[src/rtl/sra_pkg.sv]
package sra_pkg;
  localparam int CHAN_W = 2;

  typedef enum logic [1:0] {
    ST_IDLE,
    ST_ACQ,
    ST_WAIT
  } sra_state_e;

  typedef struct packed {
    logic              take;
    logic [CHAN_W-1:0] chan;
  } sra_strobe_t;
endpackage

[src/rtl/sraControl.sv]
module sraControl
  import sra_pkg::*;
#(
  parameter int NUM_CH    = 3,
  parameter int PER_W     = 8,
  parameter int ACQ_W     = 16,
  parameter int UNIT_LOG2 = 12
) (
  input  logic              clk,
  input  logic              rstN,
  input  logic [PER_W-1:0]  periodSel,
  input  logic [ACQ_W-1:0]  acqTime,
  input  logic [NUM_CH-1:0] chanEnable,
  input  logic              sampleValid,
  output sra_strobe_t       strobe,
  output logic              acqActive,
  output logic [CHAN_W-1:0] acqChan
);
  localparam int CNT_W = PER_W + UNIT_LOG2 + 1;

  sra_state_e        state;
  logic [CNT_W-1:0]  perCnt;
  logic [CNT_W-1:0]  periodLen;
  logic              roundStart;
  logic [ACQ_W-1:0]  acqCnt;
  logic [NUM_CH-1:0] pend;
  logic [NUM_CH-1:0] pendAfter;
  logic [NUM_CH-1:0] srcMask;
  logic [CHAN_W-1:0] cur;
  logic [CHAN_W-1:0] pick;

  // period counter, restarts at every round start
  assign periodLen  = (CNT_W'(periodSel) + CNT_W'(1)) << UNIT_LOG2;
  assign roundStart = (perCnt == periodLen - CNT_W'(1));

  always_ff @(posedge clk) begin
    if (!rstN) perCnt <= '0;
    else if (roundStart) perCnt <= '0;
    else perCnt <= perCnt + CNT_W'(1);
  end

  // lowest pending channel goes next
  assign pendAfter = pend & ~(NUM_CH'(1) << cur);
  assign srcMask   = (state == ST_IDLE) ? chanEnable : pendAfter;

  always_comb begin
    pick = '0;
    for (int i = NUM_CH - 1; i >= 0; i--) begin
      if (srcMask[i]) pick = CHAN_W'(i);
    end
  end

  always_ff @(posedge clk) begin
    if (!rstN) begin
      state  <= ST_IDLE;
      acqCnt <= '0;
      pend   <= '0;
      cur    <= '0;
    end else begin
      case (state)
        ST_IDLE: begin
          if (roundStart && (|chanEnable)) begin
            pend   <= chanEnable;
            cur    <= pick;
            acqCnt <= '0;
            state  <= ST_ACQ;
          end
        end
        ST_ACQ: begin
          // window of acqTime+1 cycles
          if (acqCnt == acqTime) state <= ST_WAIT;
          else acqCnt <= acqCnt + ACQ_W'(1);
        end
        ST_WAIT: begin
          if (sampleValid) begin
            pend <= pendAfter;
            if (|pendAfter) begin
              cur    <= pick;
              acqCnt <= '0;
              state  <= ST_ACQ;
            end else begin
              state <= ST_IDLE;
            end
          end
        end
        default: state <= ST_IDLE;
      endcase
    end
  end

  // only a waiting conversion accepts a code
  assign strobe.take = (state == ST_WAIT) && sampleValid;
  assign strobe.chan = cur;
  assign acqActive   = (state == ST_ACQ);
  assign acqChan     = cur;
endmodule

[src/rtl/sraDatapath.sv]
module sraDatapath
  import sra_pkg::*;
#(
  parameter int NUM_CH   = 3,
  parameter int SAMPLE_W = 12,
  parameter int ACC_W    = 15
) (
  input  logic                         clk,
  input  logic                         rstN,
  input  sra_strobe_t                  strobe,
  input  logic [SAMPLE_W-1:0]          sampleCode,
  input  logic [2:0]                   filterCode,
  input  logic [NUM_CH-1:0]            readyClear,
  output logic [NUM_CH*SAMPLE_W-1:0]   chanData,
  output logic [NUM_CH-1:0]            dataReady
);
  logic       avgOn;
  logic       avgFour;
  logic [2:0] lastIdx;

  // filter code decode
  assign avgOn   = filterCode[2];
  assign avgFour = (filterCode[1:0] == 2'd1);
  assign lastIdx = avgFour ? 3'd3 : 3'd7;

  for (genvar c = 0; c < NUM_CH; c++) begin : g_chan
    logic [ACC_W-1:0]    acc;
    logic [ACC_W-1:0]    sumNext;
    logic [ACC_W-1:0]    meanWide;
    logic [2:0]          cnt;
    logic [SAMPLE_W-1:0] dataQ;
    logic                rdyQ;
    logic                hit;
    logic                lastOne;
    logic                update;

    assign hit      = strobe.take && (strobe.chan == CHAN_W'(c));
    assign sumNext  = acc + ACC_W'(sampleCode);
    assign meanWide = avgFour ? (sumNext >> 2) : (sumNext >> 3);
    assign lastOne  = (cnt == lastIdx);
    assign update   = hit && (!avgOn || lastOne);

    always_ff @(posedge clk) begin
      if (!rstN) begin
        acc   <= '0;
        cnt   <= '0;
        dataQ <= '0;
      end else if (hit) begin
        if (!avgOn) begin
          dataQ <= sampleCode;
        end else if (lastOne) begin
          dataQ <= meanWide[SAMPLE_W-1:0];
          acc   <= '0;
          cnt   <= '0;
        end else begin
          acc <= sumNext;
          cnt <= cnt + 3'd1;
        end
      end
    end

    // sticky ready, set wins over clear
    always_ff @(posedge clk) begin
      if (!rstN) rdyQ <= 1'b0;
      else if (update) rdyQ <= 1'b1;
      else if (readyClear[c]) rdyQ <= 1'b0;
    end

    assign chanData[c*SAMPLE_W +: SAMPLE_W] = dataQ;
    assign dataReady[c] = rdyQ;
  end
endmodule

[src/rtl/sensorRoundAverager.sv]
module sensorRoundAverager
  import sra_pkg::*;
#(
  parameter int NUM_CH    = 3,
  parameter int SAMPLE_W  = 12,
  parameter int PER_W     = 8,
  parameter int ACQ_W     = 16,
  parameter int UNIT_LOG2 = 12
) (
  input  logic                       clk,
  input  logic                       rstN,
  input  logic [PER_W-1:0]           periodSel,
  input  logic [ACQ_W-1:0]           acqTime,
  input  logic [NUM_CH-1:0]          chanEnable,
  input  logic [2:0]                 filterCode,
  input  logic [NUM_CH-1:0]          readyClear,
  input  logic                       sampleValid,
  input  logic [SAMPLE_W-1:0]        sampleCode,
  output logic                       acqActive,
  output logic [CHAN_W-1:0]          acqChan,
  output logic [NUM_CH*SAMPLE_W-1:0] chanData,
  output logic [NUM_CH-1:0]          dataReady
);
  localparam int ACC_W = SAMPLE_W + 3;

  sra_strobe_t strobe;

  sraControl #(
    .NUM_CH(NUM_CH), .PER_W(PER_W), .ACQ_W(ACQ_W), .UNIT_LOG2(UNIT_LOG2)
  ) u_ctrl (
    .clk(clk), .rstN(rstN), .periodSel(periodSel), .acqTime(acqTime),
    .chanEnable(chanEnable), .sampleValid(sampleValid), .strobe(strobe),
    .acqActive(acqActive), .acqChan(acqChan)
  );

  sraDatapath #(
    .NUM_CH(NUM_CH), .SAMPLE_W(SAMPLE_W), .ACC_W(ACC_W)
  ) u_dp (
    .clk(clk), .rstN(rstN), .strobe(strobe), .sampleCode(sampleCode),
    .filterCode(filterCode), .readyClear(readyClear),
    .chanData(chanData), .dataReady(dataReady)
  );
endmodule

[config.mk]
export PLATFORM = sky130hd
export DESIGN_NAME = sensorRoundAverager
export DESIGN_NICKNAME = d
export VERILOG_FILES = /design/src/rtl/sra_pkg.sv /design/src/rtl/sraControl.sv /design/src/rtl/sraDatapath.sv /design/src/rtl/sensorRoundAverager.sv
export SDC_FILE = /design/constraint.sdc
export NUM_CORES = 1
export LEC_CHECK = 0
export BUFFER_PORTS_ARGS = -buffer_cell sky130_fd_sc_hd__buf_2
export CAP_MARGIN = 20
export CORE_MARGIN = 2
export CORE_UTILIZATION = 36
export DETAILED_ROUTE_END_ITERATION = 8
export HOLD_SLACK_MARGIN = 0.05
export PLACE_DENSITY_LB_ADDON = 0.15
export RECOVER_POWER = 100
export REMOVE_ABC_BUFFERS = 1
export SLEW_MARGIN = 20
export SYNTH_ARGS = -nofsm -noshare
export SYNTH_HDL_FRONTEND = slang
export SYNTH_SLANG_ARGS = --single-unit
[constraint.sdc]
create_clock -name clk -period 3.05 [get_ports clk]
set_input_delay 0.4575 -clock clk [delete_from_list [all_inputs] [get_ports clk]]
set_output_delay 0.4575 -clock clk [all_outputs]
set_load 0.005 [all_outputs]
After elaboration in Yosys (flattened, before gate mapping). Index checks and enable logic that the tools add are counted.

Input port bits: 48. Word-level logic and storage cells: 124. Flip-flop bits (word level): 137.

Add/subtract/negate cells: 10. Reductions and logical operators: 32. Equality and inequality tests: 18. Shifts and indexed selects: 1. Multiplexer cells: 43. Bitwise gates (word level): 3.

Operators by type and width (count): 12-bit two-way mux (9); 16-bit two-way mux (4); 16-bit case mux with 3 select lines (1); 15-bit by 12-bit adder with 15-bit output (3); 15-bit two-way mux (3); 21-bit by 1-bit adder with 21-bit output (second input constant) (1); 21-bit == test (1); 3-bit two-way mux (7); 21-bit by 1-bit subtractor with 21-bit output (second input constant) (1); 2-bit two-way mux (9); 16-bit by 1-bit adder with 16-bit output (second input constant) (1); 16-bit == test (1); 2-bit AND reduction (6); 2-bit by 1-bit inequality test with 1-bit output (second input constant) (5); 3-bit by 1-bit adder with 3-bit output (second input constant) (3); 8-bit by 1-bit adder with 9-bit output (second input constant) (1); 3-bit == test (3); 1-bit logical AND (8); 2-bit nonzero test (4); 1-bit two-way mux (7); 2-bit by 1-bit == test with 1-bit output (second input constant) (3); 2-bit inequality test (second input constant) (3); 2-bit case mux with 3 select lines (1); 3-bit case mux with 2 select lines (1); other kinds (15) (21).

Logic depth before layout (Yosys ltp). Gate-level depths: netlist of the first run.

Depth in word-level cells: 10. Gate-level depth with buffers: 11. Depth with buffers taken out: 9.

Hierarchy. A second synthesis of the first run with hierarchy kept.

Cells, all modules: 1117. Area total of the unflattened synthesis: 8805.9 sq um.

Modules (own cells, without submodules): sraDatapath (area each 6030.8 sq um, times used 1, sequential area each 1861.8 sq um, cells each 772); sraControl (area each 2775.2 sq um, times used 1, sequential area each 880.8 sq um, cells each 345).

Worst setup path before layout of the first run. Ideal clock, no wire load.

Kind: in2reg. Start point: in sampleCode[0]. End point: reg u_dp.g_chan[2].dataQ[9]. Stages on the path: 9. Setup time: 0.087 ns. Required time: 2.963 ns. Slack: 0.383 ns. Arrival time: 2.580 ns. Path buffers: 0. Cells stage by stage: ha_1 -> fa_1 -> a211oi_1 -> o21ai_1 -> and3_1 -> or3_1 -> o21a_1 -> o311a_1 -> o31ai_1.

Word-level cells in the longest chain between the ends: 4.

Ends and longest elaborated chain: from (decl) (line sensorRoundAverager.sv:18) `input logic [SAMPLE_W-1:0] sampleCode,`; 15-bit by 12-bit adder with 15-bit output (line sraDatapath.sv:38) `assign sumNext = acc + ACC_W'(sampleCode);`; 12-bit two-way mux (line sraDatapath.sv:39) `assign meanWide = avgFour ? (sumNext >> 2) : (sumNext >> 3);`; 12-bit two-way mux (line sraDatapath.sv:51) `end else if (lastOne) begin`; 12-bit two-way mux (line sraDatapath.sv:49) `if (!avgOn) begin`; to (signal assigned) (line sraDatapath.sv:50) `dataQ <= sampleCode;`; to (signal assigned) (line sraDatapath.sv:52) `dataQ <= meanWide[SAMPLE_W-1:0];`; to (decl) (line sraDatapath.sv:31) `logic [SAMPLE_W-1:0] dataQ;`.

No other way between the ends. The select of a mux whose other input is x is not followed. A chain may end at the register's enable or synchronous reset.

Worst setup path after layout of the first run.
Start point: reg u_ctrl.cur[1], in the netlist u_ctrl.acqChan[1]. End point: reg u_dp.g_chan[1].acc[13].

Word-level cells in the longest chain between the ends: 3.

Ends and longest elaborated chain: from (decl) (line sraControl.sv:29) `logic [CHAN_W-1:0] cur;`; from (signal assigned) (line sraControl.sv:64) `cur <= pick;`; from (signal assigned) (line sraControl.sv:78) `cur <= pick;`; 2-bit by 1-bit == test with 1-bit output (line sraDatapath.sv:37) `assign hit = strobe.take && (strobe.chan == CHAN_W'(c));`; 1-bit logical AND (line sraDatapath.sv:37); 2-bit AND reduction (no source line); to (signal assigned) (line sraDatapath.sv:56) `acc <= sumNext;`; to (decl) (line sraDatapath.sv:27) `logic [ACC_W-1:0] acc;`.

No other way between the ends.

==> impl_metrics.tcl, run 1 <==
set metrics [dict create \
    status "finished, final reports clean" \
    cts_hold_buf 0 \
    cp-start-kind "flop" \
    root_buffer "clkbuf_16" \
    clock.fmax_ghz 0.3518 \
    cts_post_setup_buffers_inserted 0 \
    netSwitchingFraction_pct 24.22 \
    hold_viol 0 \
    crit_type "flop to flop" \
    dpl_cell_area_sq_um 9837 \
    p_clk_share_pct 49.7 \
    synth_area_leaders "dfxtp_1, ha_1, xnor2_1, nor2_1, a21oi_1" \
    design_area_sq_um 10330 \
    grt.total_usage_pct 20.25 \
    grt_pass1_vias 8110 \
    n_fill_cell 2561 \
    r2r_cells 7 \
    layout-drive-gt1-share_pct 11.87 \
    pin_count 90 \
    first_pass_iters 7 \
    synth_common_cells "dfxtp_1, nor2_1, nand2_1" \
    num_antenna_cells 0 \
    clkTransAtPathRegs_ps 60 \
    hp-start "readyClear[0]" \
    leakagePower_nw 3.928 \
    whs_path_depth 3 \
    multi_input_area_sq_um 5871 \
    critical_path_arrival_ps 3120 \
    ir_drop_mv 0.2413 \
    cts_tree "done" \
    ys_ff_latch 137 \
    regArea_sq_um 2743 \
    r2r-end "u_dp.g_chan[1].acc[13]" \
    async_reset_ff_share_pct 0 \
    switchingPower_mw 1.051 \
    synthCells 1121 \
    routedWlPerCell_microns 17.27 \
    worstSetupEndpointType "flop" \
    viasPerCell 5.575 \
    via_count 8524 \
    die_area_sq_um 26350 \
    die_h_microns 162.3 \
    fin_ws_ps 207.3 \
    drc 0 \
    synth_top_area_cell "dfxtp_1" \
    syn_to_final_growth_pct 14.52 \
    hold_class "primary input to flop" \
    synth_cell_types 78 \
    synth_area_sq_um 9025 \
    yosysWarnings 0 \
    clockBufferDepth 2 \
    synth_top_area_share_pct 30.39 \
    period_share_pct 93.20 \
    rsz0062_at_grt "false" \
    start_util_pct 36.89 \
    coreArea_sq_um 24460 \
    place.gp.congestion 0.8498 \
    fp-row-count 57 \
    yosysMostFrequentCell "dfxtp_1" \
    slew_viol_final 0 \
    holdPathEnd "u_dp.g_chan[0].rdyQ" \
    fin_skew_ps 12.50 \
    maxCapViolations 0 \
    cts_made_buffers 17 \
    drt_iter0_drc 459 \
    rr_startpoint "u_ctrl.acqChan[1]" \
    insertion_delay_ps 430 \
    p_int_mw 3.288 \
    synth_edf_count 0 \
    io_buffers 89 \
    grt_pass1_wl_microns 42570 \
    post_cts_resized 0 \
    power_frac_comb_pct 8.9 \
    rrSetupSlack_ps 210 \
    place_ws_ps 116.7 \
    crit_required_ps 3330 \
    h-tree-depth 4 \
    routed_wl_microns 26400 \
    setup-violations-final 0 \
    seq_area_frac_synth_pct 30.39 \
    seq_power_share_pct 41.4 \
    grt_max_degree 45 \
    ys.flop_type "dfxtp_1" \
    worst_pin_slew_ps 1304 \
    power_density_nw_per_um2 419.8 \
    syn_avg_cell_area_sq_um 8.051 \
    drtAntennaViolNets 0 \
    maxSlewHeadroom_pct 13.09 \
    critPathMaxFanout 17 \
    nets 1286 \
    post-route-min-period_ps 2843 \
    post-route-util_pct 42.25 \
    overflow 0 \
    dp_hpwl_microns 19360 \
    die_w_microns 162.3 \
    antenna_found_initial 0 \
    cts.sinks 137 \
]
## through the flow
stage               hold slack (ps)  power, mW  instances  setup TNS [ps]
CTS                           274.4      4.394       1529               0
finish                        289.5      4.339       1529               0
floorplan                     426.1      2.044       1054           -1197
global placement              442.1      2.220       1498               0
detailed placement            450.6      2.219       1498               0
global route                  295.6      4.496       1529               0
## state kept, by name (all words and copies together), names as in the netlist
register           count
u_dp.g_chan.rdyQ       3
u_ctrl.perCnt         21
u_ctrl.acqCnt         16
u_dp.g_chan.acc       45
u_ctrl.pend            3
u_ctrl.acqChan         2
u_ctrl.state           2
u_dp.g_chan.cnt        9
u_dp.g_chan.dataQ     36
## cell type report
type / instances / share of cell area [%]
clock inverter: 8 / 1.138
multi-input combinational: 897 / 56.80
tap: 324 / 3.923
sequential: 137 / 26.54
timing repair buffer: 120 / 6.150
inverter: 20 / 0.7264
clock buffer: 23 / 4.722
## layout by cell type (no fill, tap or decap), types with 8 or more instances in the layout
master and instances:
buf_2 63, nor2_1 113, nand3b_1 12, clkbuf_16 17
or3_1 9, o31ai_1 9, a311oi_1 14, clkbuf_1 36
o21ai_0 54, inv_1 20, a22oi_1 33, nand3_1 50
dfxtp_1 137, xor2_1 23, buf_4 19, o211ai_1 20
o21bai_1 8, nand2b_1 16, a31oi_1 17, ha_1 42
o21a_1 10, a21o_1 15, a211oi_1 13, a21boi_0 10
mux2i_1 24, nand4_1 19, a31o_2 10, a211o_1 8
xnor2_1 56, and3_1 18, nor3_1 30, nand2_1 97
a21oi_1 76
## cells by family after synthesis
family                   count (synthesis)  synth area share [%]
flip-flops                             137                 30.39
AO/OA/AOI/OAI                          342                 26.47
adder cells (fa/ha/maj)                 45                 6.488
buffers and inverters                   87                 4.339
XOR/XNOR                                79                 7.667
AND/OR/NAND/NOR                        407                 21.99
multiplexers                            24                 2.662
## layer usage
| layer | wire (microns) | GRT usage [%] | vias up |
|---|---|---|---|
| li1 | - | - | 4288 |
| met1 | 13240 | 28.88 | 4022 |
| met2 | 11510 | 31.20 | 182 |
| met3 | 1125 | 3.234 | 32 |
| met4 | 524 | 6.637 | 0 |
| met5 | 0 | 0 | - |
## power by group through the flow
stage               Clock [mW]  Combinational [mW]  Sequential, mW
floorplan                    0               0.209            1.83
global placement             0               0.385            1.84
detailed placement           0               0.383            1.84
CTS                       2.21               0.385            1.80
global route              2.28               0.422            1.80
finish                    2.16               0.385            1.80
## worst max-delay path, stage by stage, from the launching register on
cell      delay (ps)
dfxtp_1          570
nand2b_1         320
or2_0            930
a21oi_1          130
clkbuf_2         300
and3_1           200
o21ai_0          150
a21oi_1           90
## worst max-delay path by stage
| stage | end | slack (ps) | startpoint |
|---|---|---|---|
| floorplan | u_ctrl.acqChan[0] | -150 | periodSel[0] |
| global placement | u_dp.g_chan[2].dataQ[9] | 110 | sampleCode[0] |
| detailed placement | u_dp.g_chan[2].dataQ[9] | 120 | sampleCode[0] |
| CTS | u_ctrl.acqCnt[14] | 410 | u_ctrl.perCnt[0] |
| global route | u_ctrl.acqCnt[9] | 70 | u_ctrl.perCnt[0] |
| finish | u_dp.g_chan[1].acc[13] | 210 | u_ctrl.acqChan[1] |
No activity file was read; power rests on OpenSTA's default activity.
==> inputs of run 2 (changes only) <==
Settings changed: CORE_UTILIZATION 36 to 45, CTS_CLUSTER_SIZE set to 28.
==> run 2 against run 1 <==
Compared with the run above: utilization up 10 points; final cell count is 4.2% lower; first-iteration DRC count grew 22%; fmax rose by 3.3%; register-to-register slack improved by 90 ps; sequential cell count did not move; global-route usage grew 3.3 points; worst hold slack improved by 15 ps; non-clock buffer count shrank 5; die area shrank 20%; sequential share of layout area is 0.17 points higher; wire length fell by 4.6%.
==> impl_metrics.tcl, run 2 (synthesis gave the netlist of run 1 again) <==
set metrics [dict create \
    place.gp.congestion 0.9015 \
    grt_pass1_vias 7920 \
    drtAntennaViolNets 0 \
    critPathMaxFanout 3 \
    fp-row-count 51 \
    setup-violations-final 0 \
    setup_tns_ps 0 \
    ir_drop_mv 0.3459 \
    post-route-util_pct 52.41 \
    root_buffer "clkbuf_16" \
    cts_hold_buf 0 \
    largest_register_ffs 45 \
    antenna_found_initial 0 \
    worst_pin_slew_ps 1224 \
    clockBufferDepth 2 \
    start_util_pct 46.07 \
    p_clk_share_pct 51.3 \
    layout_commonest_cell "dfxtp_1" \
    worstSetupEndpointType "flop" \
    dp.cells 1434 \
    dp_hpwl_microns 18120 \
    num_antenna_cells 0 \
    rsz0062_at_grt "false" \
    cts_tree "done" \
    period_share_pct 90.23 \
    drt_iter0_drc 558 \
    grt.total_usage_pct 23.55 \
    crit_type "flop to flop" \
    grt_max_degree 46 \
    cts.sinks 137 \
    cp-start-kind "flop" \
    hold_class "primary input to flop" \
    post_cts_resized 0 \
    first_pass_iters 5 \
    nets 1281 \
    place_ws_ps 60.56 \
    switchingPower_mw 1.067 \
    p_int_mw 3.392 \
    top_register "u_dp.g_chan.acc" \
    die_h_microns 145.6 \
    coreArea_sq_um 19590 \
    fin_ws_ps 297.8 \
    fin_skew_ps 11.44 \
    status "finished, final reports clean" \
    reg_top3 "u_dp.g_chan.acc (45), u_dp.g_chan.dataQ (36), u_ctrl.perCnt (21)" \
    cts_post_setup_buffers_inserted 0 \
    drc 0 \
    maxCapViolations 0 \
    viasPerCell 5.868 \
    maxSlewHeadroom_pct 18.43 \
    clock.fmax_ghz 0.3634 \
    layout-drive-gt1-share_pct 12.25 \
    seq_power_share_pct 40.3 \
    leakagePower_nw 3.941 \
    clkTransAtPathRegs_ps 60 \
    overflow 0 \
    post-route-min-period_ps 2752 \
    slew_viol_final 0 \
    cts_made_buffers 17 \
    critical_path_arrival_ps 3070 \
    io_buffers 89 \
    netSwitchingFraction_pct 23.94 \
    via_count 8597 \
    insertion_delay_ps 420 \
    mostFrequentLayoutCells "dfxtp_1, nor2_1, nand2_1" \
    power_frac_comb_pct 8.5 \
    crit_required_ps 3370 \
    power_density_nw_per_um2 434.3 \
    routedWlPerCell_microns 17.19 \
    die_area_sq_um 21200 \
    routed_wl_microns 25180 \
    syn_to_final_growth_pct 13.77 \
    final_cells 1465 \
    die_w_microns 145.6 \
    h-tree-depth 4 \
    hold_viol 0 \
    grt_pass1_wl_microns 40830 \
    pin_count 90 \
]
==> run 2: cell count changes in the layout (fill, tap and decap cells not counted), sizes merged <==
cell and delta:
bufinv +2, clkbuf -13, clkinvlp +2, clkinv -2, inv +1, buf +5
==> run 2: metal layers <==
| metal | track usage (%) | share of wire [%] |
|---|---|---|
| met1 | 33.15 | 49 |
| met2 | 35.88 | 43 |
| met3 | 5.517 | 6.3 |
| met4 | 7.059 | 2.1 |
| met5 | 0 | 0 |
==> run 2: path summary, 6_finish.rpt <==
check | end | slack [ps] | cells after the start | start
setup / recovery | u_dp.g_chan[2].dataQ[9] | 300 | 9 | u_dp.g_chan[2].acc[0]
hold / removal | u_dp.g_chan[1].rdyQ | 300 | 3 | readyClear[1]
hold reg to reg | u_ctrl.perCnt[0] | 460 | 1 | u_ctrl.perCnt[0]
setup reg to reg | u_dp.g_chan[2].dataQ[9] | 300 | 9 | u_dp.g_chan[2].acc[0]
==> run 2: area by class of cell <==
class                   count  area (sq um)
fillers                  1922          9323
flip-flops and latches    137          2743
multi-input cells         897          5873
well taps                 265         331.6
clock buffers              20         446.7
repair buffers            115         603.1
clock inverters            11         195.2
inverters                  20         75.07
==> run 2: power by group through the flow <==
stage / clock [mW] / combinational, mW / sequential [mW]
after floorplan: 0 / 0.209 / 1.83
after detailed placement: 0 / 0.374 / 1.84
after global placement: 0 / 0.372 / 1.84
final: 2.29 / 0.378 / 1.80
after CTS: 2.33 / 0.376 / 1.80
after global routing: 2.41 / 0.414 / 1.80
==> run 2: worst max-delay path, cell delays in order (launching register included) <==
cell and delay (ps):
dfxtp_1 320, ha_1 220, fa_1 440, a211oi_1 280, o21ai_0 190, and3_1 190
or3_1 360, o21a_1 170, o311a_1 280, o31ai_1 200
==> run 2: metrics by stage <==
step	hold WS (ps)	area [sq um]	total power, mW
6_report	304.4	10270	4.460
5_1_grt	304.2	10270	4.617
4_1_cts	294.8	10350	4.504
3_5_place_dp	444.8	9713	2.209
3_3_place_gp	439.5	9713	2.208
2_1_floorplan	426.1	8708	2.044
